**config.mk**
```make
export PLATFORM = sky130hd
export DESIGN_NAME = dma_inbound_engine
export DESIGN_NICKNAME = d
export VERILOG_FILES = /design/src/rtl/dmai_pkg.sv /design/src/rtl/dmai_irq.sv /design/src/rtl/dmai_ctrl.sv /design/src/rtl/dma_inbound_engine.sv
export SDC_FILE = /design/constraint.sdc
export NUM_CORES = 1
export LEC_CHECK = 0
export CAP_MARGIN = 20
export CORE_MARGIN = 2
export CORE_UTILIZATION = 40
export CTS_CLUSTER_DIAMETER = 80
export CTS_CLUSTER_SIZE = 30
export DETAILED_ROUTE_END_ITERATION = 8
export PLACE_DENSITY_LB_ADDON = 0.05
export SYNTH_ARGS = -nofsm -noshare
export SYNTH_HDL_FRONTEND = slang
export SYNTH_SLANG_ARGS = --single-unit
```
**constraint.sdc**
```tcl
create_clock -name clk -period 6.7 [get_ports clk]
set_input_delay 2.01 -clock clk [delete_from_list [all_inputs] [get_ports clk]]
set_output_delay 2.01 -clock clk [all_outputs]
set_load 0.02 [all_outputs]
```
**src/rtl/dmai_pkg.sv**
```systemverilog
package dmai_pkg;
  typedef enum logic [2:0] {
    ST_IDLE,
    ST_FETCH,
    ST_RUN,
    ST_WB,
    ST_CTX
  } dmai_state_e;

  localparam int FL_EOL   = 0;
  localparam int FL_INTR  = 4;
  localparam int FL_INEOP = 11;
  localparam int CTX_DIS  = 15;
  localparam int RAW_W    = 4;
  localparam int DESC_WORDS = 4;
endpackage

```
**src/rtl/dmai_irq.sv**
```systemverilog
module dmai_irq
  import dmai_pkg::*;
(
  input  logic             clk,
  input  logic             rst_n,
  input  logic [RAW_W-1:0] set_bits,
  input  logic [RAW_W-1:0] ack,
  input  logic [RAW_W-1:0] mask,
  output logic             irq
);
  logic [RAW_W-1:0] raw;

  always_ff @(posedge clk) begin
    if (!rst_n) raw <= '0;
    else        raw <= (raw & ~ack) | set_bits;
  end

  assign irq = |(raw & mask);

  // a bit set in a cycle survives an acknowledge in the same cycle
  p_set_wins_r8: assert property (@(posedge clk) disable iff (!rst_n)
    (|set_bits) |=> ((raw & $past(set_bits)) == $past(set_bits)));

  // acknowledged bits that were not being set are gone next cycle
  p_ack_clears_r8: assert property (@(posedge clk) disable iff (!rst_n)
    (|(ack & ~set_bits)) |=> ((raw & $past(ack & ~set_bits)) == '0));
endmodule

```
**src/rtl/dmai_ctrl.sv**
```systemverilog
module dmai_ctrl
  import dmai_pkg::*;
#(
  parameter int AW = 32,
  parameter int DW = 32
) (
  input  logic             clk,
  input  logic             rst_n,
  input  logic             start,
  input  logic [AW-1:0]    start_desc,
  input  logic [AW-1:0]    ctx_addr,
  input  logic             s_valid,
  output logic             s_ready,
  input  logic [7:0]       s_data,
  input  logic             s_last,
  output logic             mem_en,
  output logic             mem_we,
  output logic [AW-1:0]    mem_addr,
  output logic [DW-1:0]    mem_wdata,
  output logic [DW/8-1:0]  mem_wstrb,
  input  logic [DW-1:0]    mem_rdata,
  output logic [RAW_W-1:0] set_bits,
  output logic             at_eol
);
  localparam int SW  = DW / 8;
  localparam int IXW = $clog2(DESC_WORDS + 1);
  localparam int LSB = $clog2(SW);

  dmai_state_e    st;
  logic [IXW-1:0] idx;
  logic [AW-1:0]  desc, ctxa, nxt, bufp, after, ptr;
  logic [DW-1:0]  flags;
  logic           eop_r, wbi;
  logic           beat, zero, close;

  assign s_ready = (st == ST_RUN);
  assign at_eol  = (st == ST_IDLE);
  assign beat    = s_valid && s_ready;
  assign zero    = (ptr == after);
  assign close   = beat && (zero || s_last || ((ptr + AW'(1)) == after));

  assign set_bits = {RAW_W{close}} &
                    {s_last, 1'b0, flags[FL_INTR], flags[FL_INTR]};

  always_comb begin
    mem_en    = 1'b0;
    mem_we    = 1'b0;
    mem_addr  = '0;
    mem_wdata = '0;
    mem_wstrb = '0;
    unique case (st)
      ST_FETCH: begin
        mem_en   = (idx != IXW'(DESC_WORDS));
        mem_addr = desc + AW'({idx, {LSB{1'b0}}});
      end
      ST_RUN: begin
        if (beat && !zero) begin
          mem_en    = 1'b1;
          mem_we    = 1'b1;
          mem_addr  = ptr;
          mem_wdata = {SW{s_data}};
          mem_wstrb = SW'(1) << ptr[LSB-1:0];
        end
      end
      ST_WB: begin
        mem_en    = 1'b1;
        mem_we    = 1'b1;
        mem_wstrb = '1;
        if (!wbi) begin
          mem_addr  = desc + AW'(2 * SW);
          mem_wdata = flags | (DW'(eop_r) << FL_INEOP);
        end else begin
          mem_addr  = desc + AW'(3 * SW);
          mem_wdata = DW'(ptr);
        end
      end
      ST_CTX: begin
        mem_en    = 1'b1;
        mem_we    = 1'b1;
        mem_addr  = ctxa + AW'(SW);
        mem_wdata = DW'(1) << CTX_DIS;
        mem_wstrb = SW'(1) << (CTX_DIS / 8);
      end
      default: ;
    endcase
  end

  always_ff @(posedge clk) begin
    if (!rst_n) begin
      st    <= ST_IDLE;
      idx   <= '0;
      desc  <= '0;
      ctxa  <= '0;
      nxt   <= '0;
      bufp  <= '0;
      after <= '0;
      ptr   <= '0;
      flags <= '0;
      eop_r <= 1'b0;
      wbi   <= 1'b0;
    end else begin
      unique case (st)
        ST_IDLE: if (start) begin
          desc <= start_desc;
          ctxa <= ctx_addr;
          idx  <= '0;
          st   <= ST_FETCH;
        end
        ST_FETCH: begin
          idx <= idx + IXW'(1);
          unique case (idx)
            IXW'(1): nxt   <= mem_rdata[AW-1:0];
            IXW'(2): bufp  <= mem_rdata[AW-1:0];
            IXW'(3): flags <= mem_rdata;
            IXW'(4): begin
              after <= mem_rdata[AW-1:0];
              ptr   <= bufp;
              st    <= ST_RUN;
            end
            default: ;
          endcase
        end
        ST_RUN: if (beat) begin
          if (!zero) ptr <= ptr + AW'(1);
          if (close) begin
            eop_r <= s_last;
            wbi   <= 1'b0;
            st    <= ST_WB;
          end
        end
        ST_WB: begin
          wbi <= 1'b1;
          if (wbi) begin
            if (flags[FL_EOL]) st <= ST_CTX;
            else begin
              desc <= nxt;
              idx  <= '0;
              st   <= ST_FETCH;
            end
          end
        end
        ST_CTX: st <= ST_IDLE;
        default: st <= ST_IDLE;
      endcase
    end
  end

  // nothing accepted and no memory traffic at end of list
  p_idle_quiet_r1: assert property (@(posedge clk) disable iff (!rst_n)
    at_eol |-> (!s_ready && !mem_en));

  // every stored stream byte uses a single strobe and a live beat
  p_byte_strobe_r2: assert property (@(posedge clk) disable iff (!rst_n)
    (mem_we && s_ready) |-> ($onehot(mem_wstrb) && s_valid));

  // a close is followed at once by the flags write-back
  p_close_flags_r6: assert property (@(posedge clk) disable iff (!rst_n)
    close |=> (mem_we && mem_addr == $past(desc) + AW'(2 * SW) &&
               mem_wdata[FL_INEOP] == ($past(s_last) || $past(flags[FL_INEOP]))));

  // no beat is taken in the cycle after a close
  p_stall_after_close_r10: assert property (@(posedge clk) disable iff (!rst_n)
    close |=> !s_ready);
endmodule

```
**src/rtl/dma_inbound_engine.sv**
```systemverilog
module dma_inbound_engine
  import dmai_pkg::*;
#(
  parameter int AW = 32,
  parameter int DW = 32
) (
  input  logic            clk,
  input  logic            rst_n,
  input  logic            start,
  input  logic [AW-1:0]   start_desc,
  input  logic [AW-1:0]   ctx_addr,
  input  logic            s_valid,
  output logic            s_ready,
  input  logic [7:0]      s_data,
  input  logic            s_last,
  output logic            mem_en,
  output logic            mem_we,
  output logic [AW-1:0]   mem_addr,
  output logic [DW-1:0]   mem_wdata,
  output logic [DW/8-1:0] mem_wstrb,
  input  logic [DW-1:0]   mem_rdata,
  input  logic [3:0]      irq_mask,
  input  logic [3:0]      irq_ack,
  output logic            irq,
  output logic            at_eol
);
  logic [RAW_W-1:0] set_bits;

  dmai_ctrl #(.AW(AW), .DW(DW)) u_ctrl (
    .clk        (clk),
    .rst_n      (rst_n),
    .start      (start),
    .start_desc (start_desc),
    .ctx_addr   (ctx_addr),
    .s_valid    (s_valid),
    .s_ready    (s_ready),
    .s_data     (s_data),
    .s_last     (s_last),
    .mem_en     (mem_en),
    .mem_we     (mem_we),
    .mem_addr   (mem_addr),
    .mem_wdata  (mem_wdata),
    .mem_wstrb  (mem_wstrb),
    .mem_rdata  (mem_rdata),
    .set_bits   (set_bits),
    .at_eol     (at_eol)
  );

  dmai_irq u_irq (
    .clk      (clk),
    .rst_n    (rst_n),
    .set_bits (set_bits),
    .ack      (irq_ack),
    .mask     (irq_mask),
    .irq      (irq)
  );
endmodule

```
==> reports/metrics.json <==
{
  "detail_route.wirelength": {"value": 55200, "unit": "microns"},
  "cts.repair.resized": {"value": 0},
  "dpl.hpwl": {"value": 40000, "unit": "microns"},
  "fp.dieW": {"value": 187, "unit": "microns"},
  "switching_share": {"value": 31.0, "unit": "%"},
  "area_growth": {"value": 20.9, "unit": "%"},
  "placeableCoreArea": {"value": 32700, "unit": "sq um"},
  "max_cap_viol_count": {"value": 0},
  "n_fill_cell": {"value": 3339},
  "comb_power_share": {"value": 12.8, "unit": "%"},
  "overflow": {"value": 0},
  "antenna_found_initial": {"value": 1},
  "worst_case_clock_skew": {"value": 35.1, "unit": "ps"},
  "postSynthNetCount": {"value": 1966},
  "final_hold_vios": {"value": 0},
  "synthDominantAreaCellType": {"value": "dfxtp_1"},
  "clock_power_share": {"value": 38.8, "unit": "%"},
  "finalPower": {"value": 3130, "unit": "uW"},
  "hold_buffers": {"value": 0},
  "route.vias.total": {"value": 13900},
  "cts.reportedPaths.clkPinSlew": {"value": 110, "unit": "ps"},
  "max-clock-path-buffers": {"value": 3},
  "critPathCaptureType": {"value": "output port"},
  "detail_route.first_pass.iterations": {"value": 5},
  "status": {"value": "completed"},
  "initial_utilization": {"value": 40.8, "unit": "%"},
  "critical_path_class": {"value": "input port to output port"},
  "synth-edff-count": {"value": 0},
  "gp_congestion": {"value": 0.941},
  "path_max_fanout": {"value": 12},
  "cts_setup_buffers": {"value": 0},
  "detail_route.wl_per_cell": {"value": 23.3, "unit": "microns"},
  "path_cells": {"value": "clkdlybuf4s50_1 -> nand2_1 -> nor2_4 -> buf_4 -> nand2_1 -> o21ai_0 -> clkdlybuf4s50_1"},
  "cp_data_arrival_time": {"value": 4390, "unit": "ps"},
  "seq_power_share": {"value": 48.4, "unit": "%"},
  "cts_tree": {"value": "yes"},
  "final.setup.tns": {"value": 0, "unit": "ps"},
  "timing.critical_path.max_delay_family": {"value": "buffers and inverters"},
  "power_switching": {"value": 971, "unit": "uW"},
  "first_global_vias": {"value": 12999},
  "worstPathBufferInverterCount": {"value": 3},
  "clock_insertion_delay_worst_skew": {"value": 530, "unit": "ps"},
  "tritoncts_num_sinks": {"value": 236},
  "summed_instance_area_of_the_synthesized_netlist": {"value": 13400, "unit": "sq um"},
  "actual_slew_at_the_worst_max_slew_pin": {"value": 1110, "unit": "ps"},
  "setup-violations-final": {"value": 0},
  "slew_viol_final": {"value": 0},
  "critical_path_required": {"value": 4690, "unit": "ps"},
  "pin_count": {"value": 190},
  "fp-row-count": {"value": 66},
  "ys_dominant_reg_cell": {"value": "dfxtp_1"},
  "cts.htree.levels": {"value": 1},
  "total_leakage_power": {"value": 0.00531, "unit": "uW"},
  "design.die.area": {"value": 34900, "unit": "sq um"},
  "finalWorstPathRequiredPeriod": {"value": 6400, "unit": "ps"},
  "synthArstFlopShare": {"value": 0, "unit": "%"},
  "maximum_number_of_pins_on_one_net_before_global_route_repair": {"value": 87},
  "clockRootBuffer": {"value": "clkbuf_16"},
  "vias_per_cell": {"value": 5.86},
  "power.density_cell_area": {"value": 194, "unit": "nW/um^2"},
  "multi_input_comb_area": {"value": 7970, "unit": "sq um"},
  "rsz0062_at_grt": {"value": "false"},
  "floorplan.die.height": {"value": 187, "unit": "microns"},
  "slew_headroom": {"value": 26.1, "unit": "%"},
  "timing.critical_path.slowest_stage_cell": {"value": "clkdlybuf4s50_1"},
  "seq_area_frac_synth": {"value": 35.4, "unit": "%"},
  "worst_hold_path_type": {"value": "register to register"},
  "drive_above_1_share": {"value": 5.29, "unit": "%"},
  "cts_buffers": {"value": 17},
  "drc": {"value": 0},
  "yosysWarningCount": {"value": 0},
  "most_area_consuming_cells_after_synthesis": {"value": "dfxtp_1, nand2_1, a21oi_1"},
  "p_int": {"value": 2160, "unit": "uW"},
  "synthesis.area_per_instance": {"value": 7.29, "unit": "sq um"},
  "synth-seq-cells": {"value": 236},
  "netlist.area_leader.share": {"value": 35.4, "unit": "%"},
  "largest_stage_delay_on_the_critical_path": {"value": 640, "unit": "ps"},
  "post_synthesis_instance_total": {"value": 1832},
  "synth.distinct_cells": {"value": 68},
  "drt-initial-drc-count": {"value": 1561},
  "track_usage": {"value": 30.4, "unit": "%"},
  "final.period_utilization": {"value": 95.5, "unit": "%"},
  "route.antenna.remaining_nets": {"value": 0},
  "max_clock_freq": {"value": 156, "unit": "MHz"},
  "io_buffer_count": {"value": 189},
  "cp-start-kind": {"value": "input port"},
  "power.ir.vdd_worst": {"value": 201, "unit": "uV"},
  "layout.area.seq": {"value": 4730, "unit": "sq um"},
  "grt_pass1_wl": {"value": 82000, "unit": "microns"},
  "layout.nets": {"value": 2051}
}
==> worst paths after layout <==
path                                startpoint              to  slack, ps  depth (start not counted)
worst max-delay path                   s_valid   mem_wdata[26]        300                          7
worst min-delay path            u_ctrl.bufp[1]  u_ctrl.bufp[1]        460                          2
worst max register to register    u_ctrl.st[2]   u_ctrl.ptr[9]       2810                          9
worst min register to register  u_ctrl.bufp[1]  u_ctrl.bufp[1]        460                          2
==> worst min-delay path: stages, from the launching register on <==
cell and delay, ps:
dfxtp_1 320, nand2_1 50, a21oi_1 50
==> Yosys cell counts, drive strengths merged (33+ instances only) <==
cell type	n
clkbuf	140
nand2	494
a21oi	210
a311oi	34
nand4	39
dfxtp	236
xnor2	63
o21ai	69
mux2i	33
nor2	86
nand3	54
xor2	40
==> flip-flops by register name (all words and copies together), names as in the netlist <==
| name | cells |
|---|---|
| u_ctrl.after | 32 |
| u_ctrl.bufp | 32 |
| u_ctrl.ctxa | 32 |
| u_ctrl.desc | 32 |
| u_ctrl.flags | 32 |
| u_ctrl.nxt | 32 |
| u_ctrl.ptr | 32 |
| u_irq.raw | 4 |
| u_ctrl.idx | 3 |
| u_ctrl.st | 3 |
| u_ctrl.eop_r | 1 |
| u_ctrl.wbi | 1 |
==> per-stage QoR <==
step / instance area, sq um / utilization, % / hold WS, ps / worst slack [ps] / std cells
2_1_floorplan: 13400 / - / 432 / 1630 / 1832
3_3_place_gp: 15500 / 47.4 / 440 / 396 / 2340
3_5_place_dp: 15500 / 47.4 / 446 / 341 / 2340
4_1_cts: 16200 / 49.4 / 460 / 322 / 2369
5_1_grt: 16200 / 49.4 / 477 / 223 / 2369
6_report: 16200 / 49.4 / 458 / 304 / 2370
==> metal layers <==
layer,track usage (%),share of wire (%),up-vias
met5,0,0,-
met1,42.3,44,6658
li1,-,-,6570
met2,48.1,45,589
met3,4.74,8.2,83
met4,10.3,3.5,0
==> power by group through the flow <==
stage / Combinational (uW) / Sequential [uW] / Clock (uW)
final: 401 / 1510 / 1210
after global placement: 399 / 1540 / 0
after global routing: 431 / 1520 / 1290
after detailed placement: 398 / 1540 / 0
after floorplan: 215 / 1520 / 0
after CTS: 401 / 1510 / 1230
==> final cells by class <==
class	count	share of cell area, %
diodes	1	0.0155
clock buffers	17	2.63
clock inverters	12	1.36
inverters	22	0.542
multi-input cells	1415	49.3
flip-flops and latches	236	29.3
well taps	442	3.42
repair buffers	225	13.4
==> cells by family (layout without fill, tap and decap cells) <==
family	Yosys count	count (layout)	synth area share [%]
AOI/OAI and AO/OA	450	450	21.0
other	0	1	0
DFF	236	236	35.4
adders and majority gates	17	17	1.65
muxes	33	33	2.47
xor gates and xnor gates	103	103	6.75
and+or+nand+nor	812	812	27.5
buffers and inverters	181	276	5.25
==> cell usage in the layout (no fill, tap or decap), drive strengths merged, types with 5 or more instances in the layout <==
| master | instances |
|---|---|
| a211oi | 8 |
| a21oi | 210 |
| a221o | 5 |
| a22oi | 27 |
| a311oi | 34 |
| a31oi | 7 |
| and2 | 12 |
| and3 | 16 |
| and4 | 11 |
| buf | 37 |
| clkbuf | 17 |
| clkdlybuf4s50 | 188 |
| dfxtp | 236 |
| ha | 16 |
| inv | 30 |
| mux2i | 33 |
| nand2 | 494 |
| nand2b | 12 |
| nand3 | 54 |
| nand4 | 39 |
| nor2 | 86 |
| nor2b | 7 |
| nor3 | 24 |
| nor4 | 24 |
| o211ai | 11 |
| o21ai | 69 |
| o221a | 6 |
| o221ai | 6 |
| o22ai | 14 |
| o31ai | 16 |
| o32ai | 8 |
| or2 | 5 |
| or3 | 8 |
| xnor2 | 63 |
| xor2 | 40 |
(Power assumes the default switching activity.)
